### src/rtl/cfg_rmw_pkg.sv
package cfg_rmw_pkg;
  typedef enum logic [1:0] {
    ST_OK     = 2'd0,
    ST_NODEV  = 2'd1,
    ST_BADREG = 2'd2
  } cfgStatus_e;

  typedef enum logic [1:0] {
    PH_IDLE = 2'd0,
    PH_EXEC = 2'd1,
    PH_DONE = 2'd2
  } cfgPhase_e;

  // Strobes from control to datapath
  typedef struct packed {
    logic capture;  // latch the incoming request
    logic commit;   // perform the word access and register the response
  } cfgStrobe_t;
endpackage

### src/rtl/cfg_rmw_ctrl.sv
module cfg_rmw_ctrl
  import cfg_rmw_pkg::*;
(
  input  logic       clk,
  input  logic       rstN,
  input  logic       reqValid,
  output logic       reqReady,
  output logic       rspDone,
  output cfgStrobe_t strobe
);
  cfgPhase_e phase;
  cfgPhase_e phaseNext;

  always_comb begin
    phaseNext = phase;
    unique case (phase)
      PH_IDLE: if (reqValid) phaseNext = PH_EXEC;
      PH_EXEC: phaseNext = PH_DONE;
      PH_DONE: phaseNext = PH_IDLE;
      default: phaseNext = PH_IDLE;
    endcase
  end

  always_ff @(posedge clk) begin
    if (!rstN) phase <= PH_IDLE;
    else       phase <= phaseNext;
  end

  assign reqReady       = (phase == PH_IDLE);
  assign rspDone        = (phase == PH_DONE);
  assign strobe.capture = reqValid && reqReady;
  assign strobe.commit  = (phase == PH_EXEC);


  busy_after_accept_chk: assert property (@(posedge clk) disable iff (!rstN)
    strobe.capture |=> !reqReady);

  done_latency_chk: assert property (@(posedge clk) disable iff (!rstN)
    strobe.commit |=> rspDone);

  done_pulse_chk: assert property (@(posedge clk) disable iff (!rstN)
    rspDone |=> (!rspDone && reqReady));
endmodule

### src/rtl/cfg_rmw_dp.sv
module cfg_rmw_dp
  import cfg_rmw_pkg::*;
#(
  parameter int          WORDS      = 64,
  parameter int          DEVFN_W    = 8,
  parameter bit          SHADOW_EN  = 1'b1,
  parameter int          SHADOW_OFF = 16,
  parameter logic [31:0] SUB_VALUE  = 32'h0000_FFFF,
  localparam int         AW         = $clog2(WORDS),
  localparam int         OFF_W      = AW + 2
) (
  input  logic               clk,
  input  logic               rstN,
  input  cfgStrobe_t         strobe,
  input  logic [DEVFN_W-1:0] reqDevFn,
  input  logic [OFF_W-1:0]   reqOffset,
  input  logic [2:0]         reqSize,
  input  logic               reqWrite,
  input  logic [31:0]        reqWData,
  output logic [31:0]        rspData,
  output logic [1:0]         rspStatus
);
  logic [DEVFN_W-1:0] curDevFn;
  logic [OFF_W-1:0]   curOff;
  logic [2:0]         curSize;
  logic               curWrite;
  logic [31:0]        curWData;

  logic [31:0] mem [WORDS];

  logic [AW-1:0] wordIdx;
  logic [1:0]    lane;
  logic [4:0]    byteShift;
  logic [4:0]    halfShift;
  logic [31:0]   rdWord;
  logic [31:0]   byteMask;
  logic [31:0]   halfMask;
  logic [31:0]   mergedWord;
  logic [31:0]   readVal;
  logic          sizeOk;
  logic          accessOk;
  logic          doWrite;
  logic          shadowHit;
  logic          shadowValid;
  logic [31:0]   shadowVal;
  logic          isProbe;
  cfgStatus_e    status;

  // request capture
  always_ff @(posedge clk) begin
    if (!rstN) begin
      curDevFn <= '0;
      curOff   <= '0;
      curSize  <= '0;
      curWrite <= 1'b0;
      curWData <= '0;
    end else if (strobe.capture) begin
      curDevFn <= reqDevFn;
      curOff   <= reqOffset;
      curSize  <= reqSize;
      curWrite <= reqWrite;
      curWData <= reqWData;
    end
  end

  assign wordIdx   = curOff[OFF_W-1:2];
  assign lane      = curOff[1:0];
  assign byteShift = {lane, 3'b000};
  assign halfShift = {curOff[1], 4'b0000};
  assign rdWord    = mem[wordIdx];
  assign byteMask  = 32'h0000_00FF << byteShift;
  assign halfMask  = 32'h0000_FFFF << halfShift;
  assign sizeOk    = (curSize == 3'd1) || (curSize == 3'd2) || (curSize == 3'd4);
  assign isProbe   = (curWData == 32'hFFFF_FFFF);

  always_comb begin
    if (curDevFn != '0)  status = ST_NODEV;
    else if (!sizeOk)    status = ST_BADREG;
    else                 status = ST_OK;
  end

  assign accessOk = (status == ST_OK);
  assign doWrite  = strobe.commit && accessOk && curWrite;

  // shadow register variant
  generate
    if (SHADOW_EN) begin : g_shadow
      assign shadowHit = (curSize == 3'd4) && (curOff == OFF_W'(SHADOW_OFF));
      always_ff @(posedge clk) begin
        if (!rstN) begin
          shadowValid <= 1'b0;
          shadowVal   <= '0;
        end else if (doWrite && shadowHit) begin
          shadowValid <= !isProbe;
          if (!isProbe) shadowVal <= curWData;
        end
      end
    end else begin : g_noshadow
      assign shadowHit   = 1'b0;
      assign shadowValid = 1'b0;
      assign shadowVal   = '0;
    end
  endgenerate

  always_comb begin
    unique case (curSize)
      3'd1:    mergedWord = (rdWord & ~byteMask) | ((curWData & 32'h0000_00FF) << byteShift);
      3'd2:    mergedWord = (rdWord & ~halfMask) | ((curWData & 32'h0000_FFFF) << halfShift);
      default: mergedWord = (shadowHit && !isProbe) ? SUB_VALUE : curWData;
    endcase
  end

  always_comb begin
    unique case (curSize)
      3'd1:    readVal = (rdWord >> byteShift) & 32'h0000_00FF;
      3'd2:    readVal = (rdWord >> halfShift) & 32'h0000_FFFF;
      default: readVal = (shadowHit && shadowValid) ? shadowVal : rdWord;
    endcase
  end

  // register array
  always_ff @(posedge clk) begin
    if (!rstN) begin
      for (int i = 0; i < WORDS; i++) mem[i] <= '0;
    end else if (doWrite) begin
      mem[wordIdx] <= mergedWord;
    end
  end

  // response
  always_ff @(posedge clk) begin
    if (!rstN) begin
      rspData   <= '0;
      rspStatus <= ST_OK;
    end else if (strobe.commit) begin
      rspStatus <= status;
      rspData   <= (accessOk && !curWrite) ? readVal : 32'h0;
    end
  end


  reject_no_touch_chk: assert property (@(posedge clk) disable iff (!rstN)
    (strobe.commit && !accessOk) |=> $stable(rdWord));

  byte_merge_chk: assert property (@(posedge clk) disable iff (!rstN)
    (doWrite && curSize == 3'd1) |=> (((rdWord ^ $past(rdWord)) & ~$past(byteMask)) == 32'h0));

  half_merge_chk: assert property (@(posedge clk) disable iff (!rstN)
    (doWrite && curSize == 3'd2) |=> (((rdWord ^ $past(rdWord)) & ~$past(halfMask)) == 32'h0));

  shadow_set_chk: assert property (@(posedge clk) disable iff (!rstN)
    (doWrite && shadowHit && !isProbe) |=> (shadowValid && rdWord == SUB_VALUE));

  shadow_clear_chk: assert property (@(posedge clk) disable iff (!rstN)
    (doWrite && shadowHit && isProbe) |=> (!shadowValid && rdWord == 32'hFFFF_FFFF));
endmodule

### src/rtl/cfg_rmw_bridge.sv
module cfg_rmw_bridge
  import cfg_rmw_pkg::*;
#(
  parameter int          WORDS      = 64,
  parameter int          DEVFN_W    = 8,
  parameter bit          SHADOW_EN  = 1'b1,
  parameter int          SHADOW_OFF = 16,
  parameter logic [31:0] SUB_VALUE  = 32'h0000_FFFF,
  localparam int         OFF_W      = $clog2(WORDS) + 2
) (
  input  logic               clk,
  input  logic               rstN,
  input  logic               reqValid,
  output logic               reqReady,
  input  logic [DEVFN_W-1:0] reqDevFn,
  input  logic [OFF_W-1:0]   reqOffset,
  input  logic [2:0]         reqSize,
  input  logic               reqWrite,
  input  logic [31:0]        reqWData,
  output logic               rspDone,
  output logic [31:0]        rspData,
  output logic [1:0]         rspStatus
);
  cfgStrobe_t strobe;

  cfg_rmw_ctrl i_ctrl (
    .clk      (clk),
    .rstN     (rstN),
    .reqValid (reqValid),
    .reqReady (reqReady),
    .rspDone  (rspDone),
    .strobe   (strobe)
  );

  cfg_rmw_dp #(
    .WORDS      (WORDS),
    .DEVFN_W    (DEVFN_W),
    .SHADOW_EN  (SHADOW_EN),
    .SHADOW_OFF (SHADOW_OFF),
    .SUB_VALUE  (SUB_VALUE)
  ) i_dp (
    .clk       (clk),
    .rstN      (rstN),
    .strobe    (strobe),
    .reqDevFn  (reqDevFn),
    .reqOffset (reqOffset),
    .reqSize   (reqSize),
    .reqWrite  (reqWrite),
    .reqWData  (reqWData),
    .rspData   (rspData),
    .rspStatus (rspStatus)
  );
endmodule

### config.mk
export PLATFORM = sky130hd
export DESIGN_NAME = cfg_rmw_bridge
export DESIGN_NICKNAME = d
export VERILOG_FILES = /design/src/rtl/cfg_rmw_pkg.sv /design/src/rtl/cfg_rmw_ctrl.sv /design/src/rtl/cfg_rmw_dp.sv /design/src/rtl/cfg_rmw_bridge.sv
export SDC_FILE = /design/constraint.sdc
export NUM_CORES = 2
export LEC_CHECK = 0
export BUFFER_PORTS_ARGS = -buffer_cell sky130_fd_sc_hd__clkbuf_2
export CAP_MARGIN = 20
export CORE_MARGIN = 5
export CORE_UTILIZATION = 40
export CTS_BUF_LIST = sky130_fd_sc_hd__clkbuf_2 sky130_fd_sc_hd__clkbuf_4 sky130_fd_sc_hd__clkbuf_8
export DETAILED_ROUTE_END_ITERATION = 10
export PLACE_DENSITY = 0.62
export SYNTH_ARGS = -nofsm -noshare
export SYNTH_HDL_FRONTEND = slang
export SYNTH_HIERARCHICAL = 1
export SYNTH_SLANG_ARGS = --single-unit
### constraint.sdc
create_clock -name clk -period 7.9 [get_ports clk]
set_clock_uncertainty 0.05 [all_clocks]
set_input_delay 1.185 -clock clk [delete_from_list [all_inputs] [get_ports clk]]
set_output_delay 1.185 -clock clk [all_outputs]
set_load 0.03 [all_outputs]
==> summary.txt <==
Cells and area
  – Area Growth Syn to Fin: 11.4%
  – Layout cell share with drive strength beyond 1: 0.218
  – Final #Nets: 6843
  – Final Util: 0.448

Hold path
  – WHS Path Cells: 3
  – Hold Crit Class: input pin to register
  – Hold endpoint: i_dp/curWData[6]
  – Min-delay src: reqWData[6]

Setup path
  – Reg2Reg Depth: 10
  – Arrival time at the worst endpoint: 6530 ps
  – Max stage delay on crit path: 930 ps
  – Most used cell, CP: buf_4
  – Reg2Reg Capture Point: i_dp/mem[6][11]
  – Cell Chain, Critical Path: buf_4 -> buf_4 -> mux4_2 -> a22oi_1 -> nand3_1 -> o211ai_1 -> o21ai_0 -> a21oi_4 -> buf_4 -> nor3_1
  – CP endpoint kind: register
  – Slowest cell on the critical path: dfxtp_4
  – R2R setup slack: 2080 ps
  – Critical path required time: 8610 ps
  – Startpoint Class: register
  – Crit Path Class: register to register
  – Crit-path max FO: 33

Clock tree
  – Reg clk slew, reported paths: 60 ps
  – # hold bufs at CTS: 0
  – CTS tree: yes
  – Postcts setup bufs: 0
  – TritonCTS Buffers: 370
  – H-tree levels: 5
  – Resized Gates After CTS: 0
  – Root Driver: clkbuf_8
  – Longest Clk Path Bufs: 4
  – Worst skew pair latency: 1080 ps
  – TritonCTS sink count: 2175

Die
  – IO Pins: 91
  – Die Y: 497 um
  – Area of the core: 235000 sq um
  – Initial Utilization: 0.402
  – Die ar.: 247000 sq um
  – Std cell rows: 178
  – Die Width: 497 um

Detailed routing
  – Detail Route met3 WL: 44.9 mm
  – DR DRC count: 0
  – Highest routed metal layer: met5
  – Via count: 62300
  – DRT Wirelength: 324 mm
  – Post-route ant nets: 0
  – WL met2: 142 mm
  – Wl on met1: 118 mm
  – Drt wl/cell: 31.7 um
  – Number of DRC markers in iteration 0: 9768
  – First-pass DRT Iterations: 8
  – Via density: 6.11

Timing
  – FMAX: 172 MHz
  – RSZ-0062 raised after global routing: false
  – Slew headroom: 0.128
  – Fin Hold WS: 345 ps
  – Final hold violations: 0
  – Fin Setup TNS: 0 ps
  – Max Slew Vio Count: 0
  – Finish-stage setup viols: 0
  – Worst Tran Pin Value: 1310 ps
  – Post-layout minimum cycle time: 5820 ps
  – Final Cycle Share: 0.737

Logic synthesis
  – Flops & latches, synth: 2175
  – Synth cell types: 83
  – Asr flop ratio synth: 0
  – Synthesized cell area: 94700 sq um
  – Avg Inst Size Synth: 14.1 sq um
  – Syn_nets: 6776
  – Cell count after synthesis: 6721
  – Post-synth top flop: edfxtp_1
  – Top cells by area, synth: edfxtp_1 65%, mux4_2 11%, nor2_1 7.4%
  – Ys Warns: 6
  – Top cell type's share of synthesized area: 0.649
  – Largest area contributor in the netlist: edfxtp_1
  – Post-synth EDFFs: 2048
  – Sequential area share after synthesis: 0.676
  – Top-count cell post-synth: edfxtp_1
  – Post-synth top cells: 2048 x edfxtp_1, 1878 x nor2_1, 475 x mux4_2

Global routing
  – Initial antenna violation count: 6
  – First-pass GRT wire length: 455 mm
  – Grt ovf: 0
  – GRT Overall Usage: 0.257
  – Vias in the first global route: 60800
  – Largest net degree at the start of global routing: 91

Job
  – Max Cap Viol: 0

Power and ir drop
  – P_leak: 34.6 nW
  – Peak supply drop: 0.000173 V
  – Power per cell area: 243 nW/um^2

Outcome
  – Outcome: complete, no violations

Placed design
  – GP Congestion: 0.958
  – I/O Buffers: 90
  – Final HPWL DP: 191 mm
through the flow:
| step | power (W) | setup slack, ps | std cells | cell area, sq um |
|---|---|---|---|---|
| CTS | 0.0257 | 2170 | 10200 | 105000 |
| floorplan | 0.0148 | 4190 | 6721 | 94700 |
| finish | 0.0257 | 2080 | 10200 | 105000 |
| global route | 0.0264 | 1950 | 10200 | 105000 |
| global placement | 0.0160 | 2220 | 9552 | 98300 |
| detailed placement | 0.0160 | 2220 | 9560 | 98400 |
flip-flops by register name, summed over array words and instances (netlist names), named ones only:
signal and cells:
i_dp/curSize 3, i_dp/curDevFn 8, i_dp/curOff 8, i_dp/rspStatus 2
i_dp/rspData 32, i_ctrl/phase 2, i_dp/curWrite 1, i_dp/shadowVal 32
i_dp/curWData 32, i_dp/mem 2048, i_dp/shadowValid 1
layout by cell type (no fill, tap or decap), types with 29 or more instances in the layout:
| master | synthesis | routed |
|---|---|---|
| nor2b_1 | 96 | 94 |
| clkbuf_4 | 0 | 138 |
| nand3_1 | 48 | 46 |
| nor2_1 | 1878 | 1873 |
| edfxtp_1 | 2048 | 2048 |
| nand2_2 | 0 | 44 |
| a22oi_1 | 66 | 66 |
| clkbuf_2 | 1 | 89 |
| a21boi_0 | 34 | 33 |
| o22ai_1 | 56 | 56 |
| nand2_1 | 301 | 257 |
| buf_4 | 63 | 257 |
| a21oi_1 | 66 | 65 |
| clkbuf_8 | 0 | 388 |
| mux2i_1 | 180 | 179 |
| mux2_2 | 29 | 29 |
| mux4_2 | 475 | 475 |
| clkinv_1 | 0 | 70 |
| dfxtp_1 | 127 | 121 |
| nor3_1 | 284 | 283 |
| o221ai_1 | 29 | 29 |
| o21ai_0 | 51 | 51 |
layer usage:
metal / track usage / up-vias
met4: 0.125 / 4
met3: 0.0769 / 830
met2: 0.382 / 4689
li1: - / 25000
met5: 0 / -
met1: 0.348 / 31800
critical path, delay by kind of cell, from the launching register on:
family,cells,cell delay [ps]
compound gates,4,1880
buf+inv,3,1630
mux,1,580
simple gates,2,320
flops,1,930
kinds of logic (layout without fill, tap and decap cells):
family | after synthesis | count (layout) | synth area share
AOI/OAI and AO/OA | 464 | 464 | 0.0357
buffers and inverters | 684 | 1007 | 0.0350
DFF | 2175 | 2175 | 0.676
muxes | 684 | 684 | 0.135
other | 0 | 2 | 0
and+or+nand+nor | 2714 | 2714 | 0.118
final cells by class:
type                       instances  area, sq um
clock buffer                     524         6360
tap                             3150         3940
fill                           20900       130000
clock inverter                   104          603
multi-input combinational       3862        27700
inverter                          10         37.5
timing repair buffer             369         2800
sequential                      2175        64100
antenna                            2         5.00
where the power goes:
part           switching [W]  internal [W]
Combinational        0.00202      0.000742
Sequential          0.000161        0.0129
Clock                0.00448       0.00533
Total                0.00666        0.0190
how the worst max path moves through the flow:
stage,startpoint,end,depth (start not counted)
after global placement,register,i_dp/mem[31][7],10
after detailed placement,register,i_dp/mem[20][29],9
final,register,i_dp/mem[6][11],10
after floorplan,rstN,i_dp/mem[32][0],6
after global routing,register,i_dp/mem[24][11],10
after CTS,register,i_dp/mem[28][29],9
(Power assumes the default switching activity.)
